`src/rtl/rxbuf_unpacker.sv`:
```
module rxbuf_unpacker #(
  parameter int BUF_BYTES  = 64,
  parameter int WORD_BYTES = 4
) (
  input  logic                                          clk,
  input  logic                                          rst_n,
  input  logic                                          wr_done,
  input  logic [$clog2(BUF_BYTES)-1:0]                  hw_wptr,
  output logic                                          rd_en,
  output logic [$clog2(BUF_BYTES)-$clog2(WORD_BYTES)-1:0] rd_idx,
  input  logic [8*WORD_BYTES-1:0]                       rd_word,
  output logic [7:0]                                    out_byte,
  output logic                                          out_valid,
  input  logic                                          out_ready,
  output logic                                          msg_done,
  output logic [$clog2(BUF_BYTES)-1:0]                  msg_len
);
  localparam int PTR_W  = $clog2(BUF_BYTES);
  localparam int LANE_W = $clog2(WORD_BYTES);
  localparam int IDX_W  = PTR_W - LANE_W;
  localparam int WORD_W = 8 * WORD_BYTES;

  typedef enum logic [2:0] {S_IDLE, S_REQ, S_WAIT, S_RUN, S_DONE} state_t;

  state_t             state;
  logic [PTR_W-1:0]   cptr, remain, len;
  logic [WORD_W-1:0]  word;
  logic               pend;
  logic [PTR_W-1:0]   avail;
  logic [LANE_W-1:0]  lane;

  assign avail     = hw_wptr - cptr;
  assign lane      = cptr[LANE_W-1:0];
  assign rd_en     = (state == S_REQ);
  assign rd_idx    = cptr[PTR_W-1:LANE_W];
  assign out_valid = (state == S_RUN);
  assign out_byte  = word[{lane, 3'b000} +: 8];
  assign msg_done  = (state == S_DONE);
  assign msg_len   = len;

  always_ff @(posedge clk or negedge rst_n) begin
    if (!rst_n) begin
      state  <= S_IDLE;
      cptr   <= '0;
      remain <= '0;
      len    <= '0;
      word   <= '0;
      pend   <= 1'b0;
    end else begin
      if (wr_done && state != S_IDLE) pend <= 1'b1;
      case (state)
        S_IDLE: if (wr_done || pend) begin
          pend   <= 1'b0;
          remain <= avail;
          len    <= avail;
          state  <= (avail == '0) ? S_DONE : S_REQ;
        end
        S_REQ:  state <= S_WAIT;
        S_WAIT: begin
          word  <= rd_word;
          state <= S_RUN;
        end
        S_RUN: if (out_ready) begin
          cptr   <= cptr + 1'b1;
          remain <= remain - 1'b1;
          if (remain == PTR_W'(1))        state <= S_DONE;
          else if (&lane)                 state <= S_REQ;
        end
        default: state <= S_IDLE;
      endcase
    end
  end
endmodule


```
`config.mk`:
```
export PLATFORM = sky130hd
export DESIGN_NAME = rxbuf_unpacker
export DESIGN_NICKNAME = d
export VERILOG_FILES = /design/src/rtl/rxbuf_unpacker.sv
export SDC_FILE = /design/constraint.sdc
export NUM_CORES = 1
export LEC_CHECK = 0
export BUFFER_PORTS_ARGS = -buffer_cell sky130_fd_sc_hd__buf_2
export CELL_PAD_IN_SITES_DETAIL_PLACEMENT = 2
export CELL_PAD_IN_SITES_GLOBAL_PLACEMENT = 2
export CORE_ASPECT_RATIO = 1.2
export CORE_UTILIZATION = 35
export DETAILED_ROUTE_END_ITERATION = 8
export GPL_TIMING_DRIVEN = 0
export PLACE_DENSITY_LB_ADDON = 0.1
export SYNTH_ARGS = -nofsm -noshare
export SYNTH_HDL_FRONTEND = slang
export SYNTH_SLANG_ARGS = --single-unit
```
`constraint.sdc`:
```
create_clock -name clk -period 2.9 [get_ports clk]
set_input_delay 0.145 -clock clk [delete_from_list [all_inputs] [get_ports clk]]
set_output_delay 0.145 -clock clk [all_outputs]
set_load 0.005 [all_outputs]
```
# Yosys cells after proc, flatten, opt, wreduce, memory -nomap -nowiden
# Cells that the tools add are included.
[word_totals]
register_bits = 54
latch_bits = 0
ramBits = 0
mem_bits_ro = 0
inputBits = 42
output_inout_bits = 21
elab_cells = 41
memories = 0
[op_classes]
addsub = 3
multipliers = 0
n_div = 0
order_cmp = 0
eq_ne = 8
n_shift = 1
n_mux = 12
n_bitwise = 0
reduce_logical = 11
[ops]
columns = ["operator", "count"]
rows = [
  ["32-bit by 6-bit variable part select with 8-bit output", 1],
  ["3-bit 2-to-1 mux", 5],
  ["6-bit 2-to-1 mux", 2],
  ["3-bit case mux with 4 select lines", 1],
  ["6-bit case mux with 2 select lines", 1],
  ["6-bit by 1-bit adder with 6-bit output (second input constant)", 1],
  ["3-bit by 2-bit equality test with 1-bit output (second input constant)", 2],
  ["6-bit by 1-bit equality test with 1-bit output (second input constant)", 1],
  ["6-bit logical NOT", 1],
  ["2-bit AND reduction", 3],
  ["3-bit AND reduction", 2],
  ["6-bit by 1-bit subtractor with 6-bit output (second input constant)", 1],
  ["6-bit subtractor", 1],
  ["3-bit by 1-bit equality test with 1-bit output (second input constant)", 1],
  ["3-bit equality test (second input constant)", 1],
  ["3-bit logical NOT", 1],
  ["1-bit 2-to-1 mux", 3],
  ["3-bit by 1-bit != test with 1-bit output (second input constant)", 1],
  ["3-bit nonzero test", 1],
  ["2-bit by 1-bit != test with 1-bit output (second input constant)", 1],
  ["2-bit != test (second input constant)", 1],
  ["2-bit nonzero test", 1],
  ["1-bit logical AND", 1],
  ["1-bit logical OR", 1],
]

# Logic depth before layout (Yosys ltp)
[logic_depth]
ltp_word = 5
depth_mapped = 8
ltp_nobuf = 8

# Worst setup path after synthesis
# OpenSTA, ideal clock, no wires.
[synth_path]
kind = "register to register"
start = "reg cptr[1]"
end = "reg state[2]"
setup_time_ps = 121
arrival_ps = 1943
required_time_ps = 2779
setup_slack_ps = 836
path_stages_with_launch = 9
n_path_buf = 1
period_less_slack_ps = 2064
cell_sequence = "dfrtp_1 clkbuf_1 inv_1 ha_1 and2b_2 o22ai_2 mux2i_1 nor4_2 a32o_2"
[synth_via]
elab_chain_len = 5
word_cells_on_any_way = 8
cone_classes = "add/sub (1); eq/ne (1); mux (3); reduce/logical (3)"
[synth_rtl]
columns = ["element", "line_no", "rtl"]
rows = [
  ["from (decl)", "26", "logic [PTR_W-1:0] cptr, remain, len;"],
  ["from (signal assigned)", "64", "cptr <= cptr + 1'b1;"],
  ["6-bit subtractor", "32", "assign avail = hw_wptr - cptr;"],
  ["6-bit logical NOT", "56", "state <= (avail == '0) ? S_DONE : S_REQ;"],
  ["3-bit 2-to-1 mux", "56", ""],
  ["3-bit 2-to-1 mux", "52", "S_IDLE: if (wr_done || pend) begin"],
  ["3-bit case mux with 4 select lines", "51", "case (state)"],
  ["to (signal assigned)", "56", ""],
  ["to (decl)", "25", "state_t state;"],
]
# Several ways; a longest one is shown, not always the timed one. The select of a mux whose other input is x is not followed.
# A chain may end at the register's enable or synchronous reset.

# Worst setup path in the final report
# Ends and elaborated chain as after synthesis.

==> results.py <==
metrics = {
    "sta": {
        "finalSetupTns_ps": 0,
        "max_slew_margin": 0.5279,
        "finalHoldViolations": 0,
        "finalCriticalPeriod_ps": 2559,
        "worst-slew-pin-transition_ps": 708.1,
        "fmaxAchievable_mhz": 390.8,
        "fin_skew_ps": 5.322,
        "fin_crit_sh": 0.8823,
        "rsz0062_at_grt": "false",
        "slew_violations": 0,
        "setup_violations": 0,
    },
    "pwr": {
        "leakage_nw": 1.543,
        "p_per_area_nw_per_um2": 1178,
        "ir_drop_mv": 0.4367,
    },
    "logic_synthesis": {
        "netlist.area_leader.share": 0.4918,
        "syn_avg_cell_area_um2": 12.27,
        "syn-cell-area_um2": 2748,
        "netlist_instances": 224,
        "ys_types": 47,
        "synth.area.top_cells": "dfrtp_1, mux2_2, mux4_2",
        "seq_area_frac_synth": 0.4918,
        "yosys.area.top_type": "dfrtp_1",
        "synth_edf_count": 0,
        "postSynth.asyncResetShare": 1.000,
        "syn_nets": 275,
        "synth_ff_type": "dfrtp_1",
        "ys_warn_count": 0,
        "ys_ff_latch": 54,
    },
    "worst_hold_path": {
        "min_from": "rd_word[7]",
        "hp-class": "input pin to flip-flop",
    },
    "final_layout": {
        "final_common_cell": "buf_2",
        "fin_nets": 345,
        "num_antenna_cells": 0,
        "final_cell_mix": "buf_2, dfrtp_1, mux2_2",
        "fin_area_um2": 3328,
        "drive_gt1_frac": 0.4441,
        "area_growth_syn_to_layout_pct": 21.13,
        "fillers": 815,
    },
    "global_route": {
        "grt_busiest_layer": "met2",
        "antenna_found_initial": 0,
        "met2_usage": 0.3247,
        "grt_usage": 0.1717,
        "grt_first_pass_wirelength_mm": 11.19,
        "grt_pass1_vias": 2282,
        "groute.layer.met3.usage": 0.04020,
        "grt_overflow_total": 0,
        "grtUsageMet1": 0.1944,
        "grt_max_degree": 55,
    },
    "routing": {
        "wl_mm": 6.415,
        "wl_per_cell_um": 16.58,
        "vias": 2017,
        "drt-vias-per-instance": 5.212,
        "antenna_left": 0,
        "drc_errors": 0,
        "first_pass_iters": 4,
        "drt_iter0_markers": 23,
    },
    "floorplanning": {
        "rows": 35,
        "io_pins": 63,
        "core_um2": 7664,
        "start_util": 0.3585,
        "fp.dieH_um": 99.06,
        "die_x_um": 82.88,
        "dieArea_um2": 8210,
    },
    "clocking": {
        "clk_path_buf_depth": 2,
        "cts_resized": 0,
        "cts.sinks": 54,
        "numCtsBuffers": 5,
        "cts_htree_levels": 2,
        "cts.reportedPaths.clkPinSlew_ps": 100,
        "cts-root-buf": "clkbuf_8",
        "worstSkewPairLatency_ps": 310,
        "cts_tree": "done",
    },
    "flow_run": {
        "maxCapViolCount": 0,
    },
    "setup_path": {
        "cp.required_ps": 3150,
        "crit_path_max_fanout": 10,
        "cp.arrival_ps": 2810,
        "crit_type": "flip-flop to flip-flop",
        "end_kind": "flip-flop",
        "timing.rr.start": "cptr[1]",
        "startpoint_type": "flip-flop",
        "cp-startpoint": "cptr[1]",
    },
    "place": {
        "portBuffers": 62,
        "place.detailed.hpwl_mm": 4.849,
        "gp_congestion": 0.6946,
        "place_area_um2": 3173,
    },
    "run_status": {
        "status": "completed",
    },
}
-- cells by family (layout without fill, tap and decap cells) --
family	Yosys count	count (layout)	share of synthesized area
AND/OR/NAND/NOR	58	58	0.1120
flip-flops	54	54	0.4918
multiplexers	43	43	0.2086
AO/OA/AOI/OAI	29	29	0.07195
buffers and inverters	22	93	0.04053
adder cells (fa/ha/maj)	9	9	0.04372
XOR/XNOR	9	9	0.03142
-- repair_timing --
item | CTS | global route
endpoints found under the hold margin | 0 | 54
hold buffers | 0 | 1
setup endpoints to repair | 0 | 0
setup buffers | 0 | 0
-- worst max-delay path: stages (launching register included) --
cell      delay [ps]
dfrtp_1          410
clkbuf_1         490
inv_1            150
ha_1             300
and2b_2          210
o221ai_2         180
o21ai_1          130
nor4_2           390
a32o_2           230
-- synth_stat cells (2+ instances only) --
cell type,count
mux2_1,3
xnor2_1,5
nor3_1,8
dfrtp_1,54
o21ai_1,3
a21oi_1,3
nand3_1,5
a2bb2oi_1,2
mux4_2,8
nand2_1,14
inv_1,11
ha_1,8
o21ai_0,11
buf_4,7
and2_1,2
buf_2,2
nor2_1,11
nand4_1,2
nand2b_1,3
nor2b_1,2
xor2_1,3
nor3b_1,2
mux2_2,31
-- registers in the layout, indices dropped and copies added (netlist names) --
| name | cells |
|---|---|
| word | 32 |
| cptr | 6 |
| msg_len | 6 |
| remain | 6 |
| state | 3 |
| pend | 1 |
-- per-layer routing --
layer,up-vias,wire (um),part of all wire
li1,930,-,-
met2,40,3503,0.55
met5,-,0,0
met4,0,63,0.0098
met3,7,286,0.045
met1,1040,2561,0.40
-- area by class of cell --
cell class,instances,area [um^2],area share
Sequential cell,54,1351,0.4060
Clock inverter,2,60.06,0.01805
Tap cell,92,115.1,0.03459
Inverter,12,45.04,0.01353
Timing Repair Buffer,63,322.8,0.09699
Multi-Input combinational cell,148,1285,0.3861
Buffer,10,66.31,0.01992
Clock buffer,6,82.58,0.02481
-- worst paths after layout --
kind,to,slack (ps),depth (start not counted)
max in group asynchronous,state[2],2010,2
worst min-delay path,word[7],50,2
worst max-delay path,state[2],340,8
min in group asynchronous,cptr[5],410,2
worst min register to register,msg_len[5],480,2
worst max register to register,state[2],340,8
-- report_power, final --
group	switching, mW	leakage, nW	internal, mW
Clock	0.254	0.0714	0.368
Combinational	0.922	0.836	1.02
Sequential	0.233	0.636	1.12
Total	1.41	1.54	2.51
-- metrics by stage --
step	worst slack, ps	std cells	hold WS [ps]	power, mW	utilization
6_report	341.3	387	51.88	3.920	0.4343
5_1_grt	59.85	387	44.43	4.272	0.4343
4_1_cts	234.1	386	39.32	4.019	0.4327
3_5_place_dp	274.9	378	370.7	3.370	0.4140
3_3_place_gp	352.3	378	360.6	3.297	0.4140
2_1_floorplan	835.8	224	-150.6	2.746	-
No activity file was read; power rests on OpenSTA's default activity.
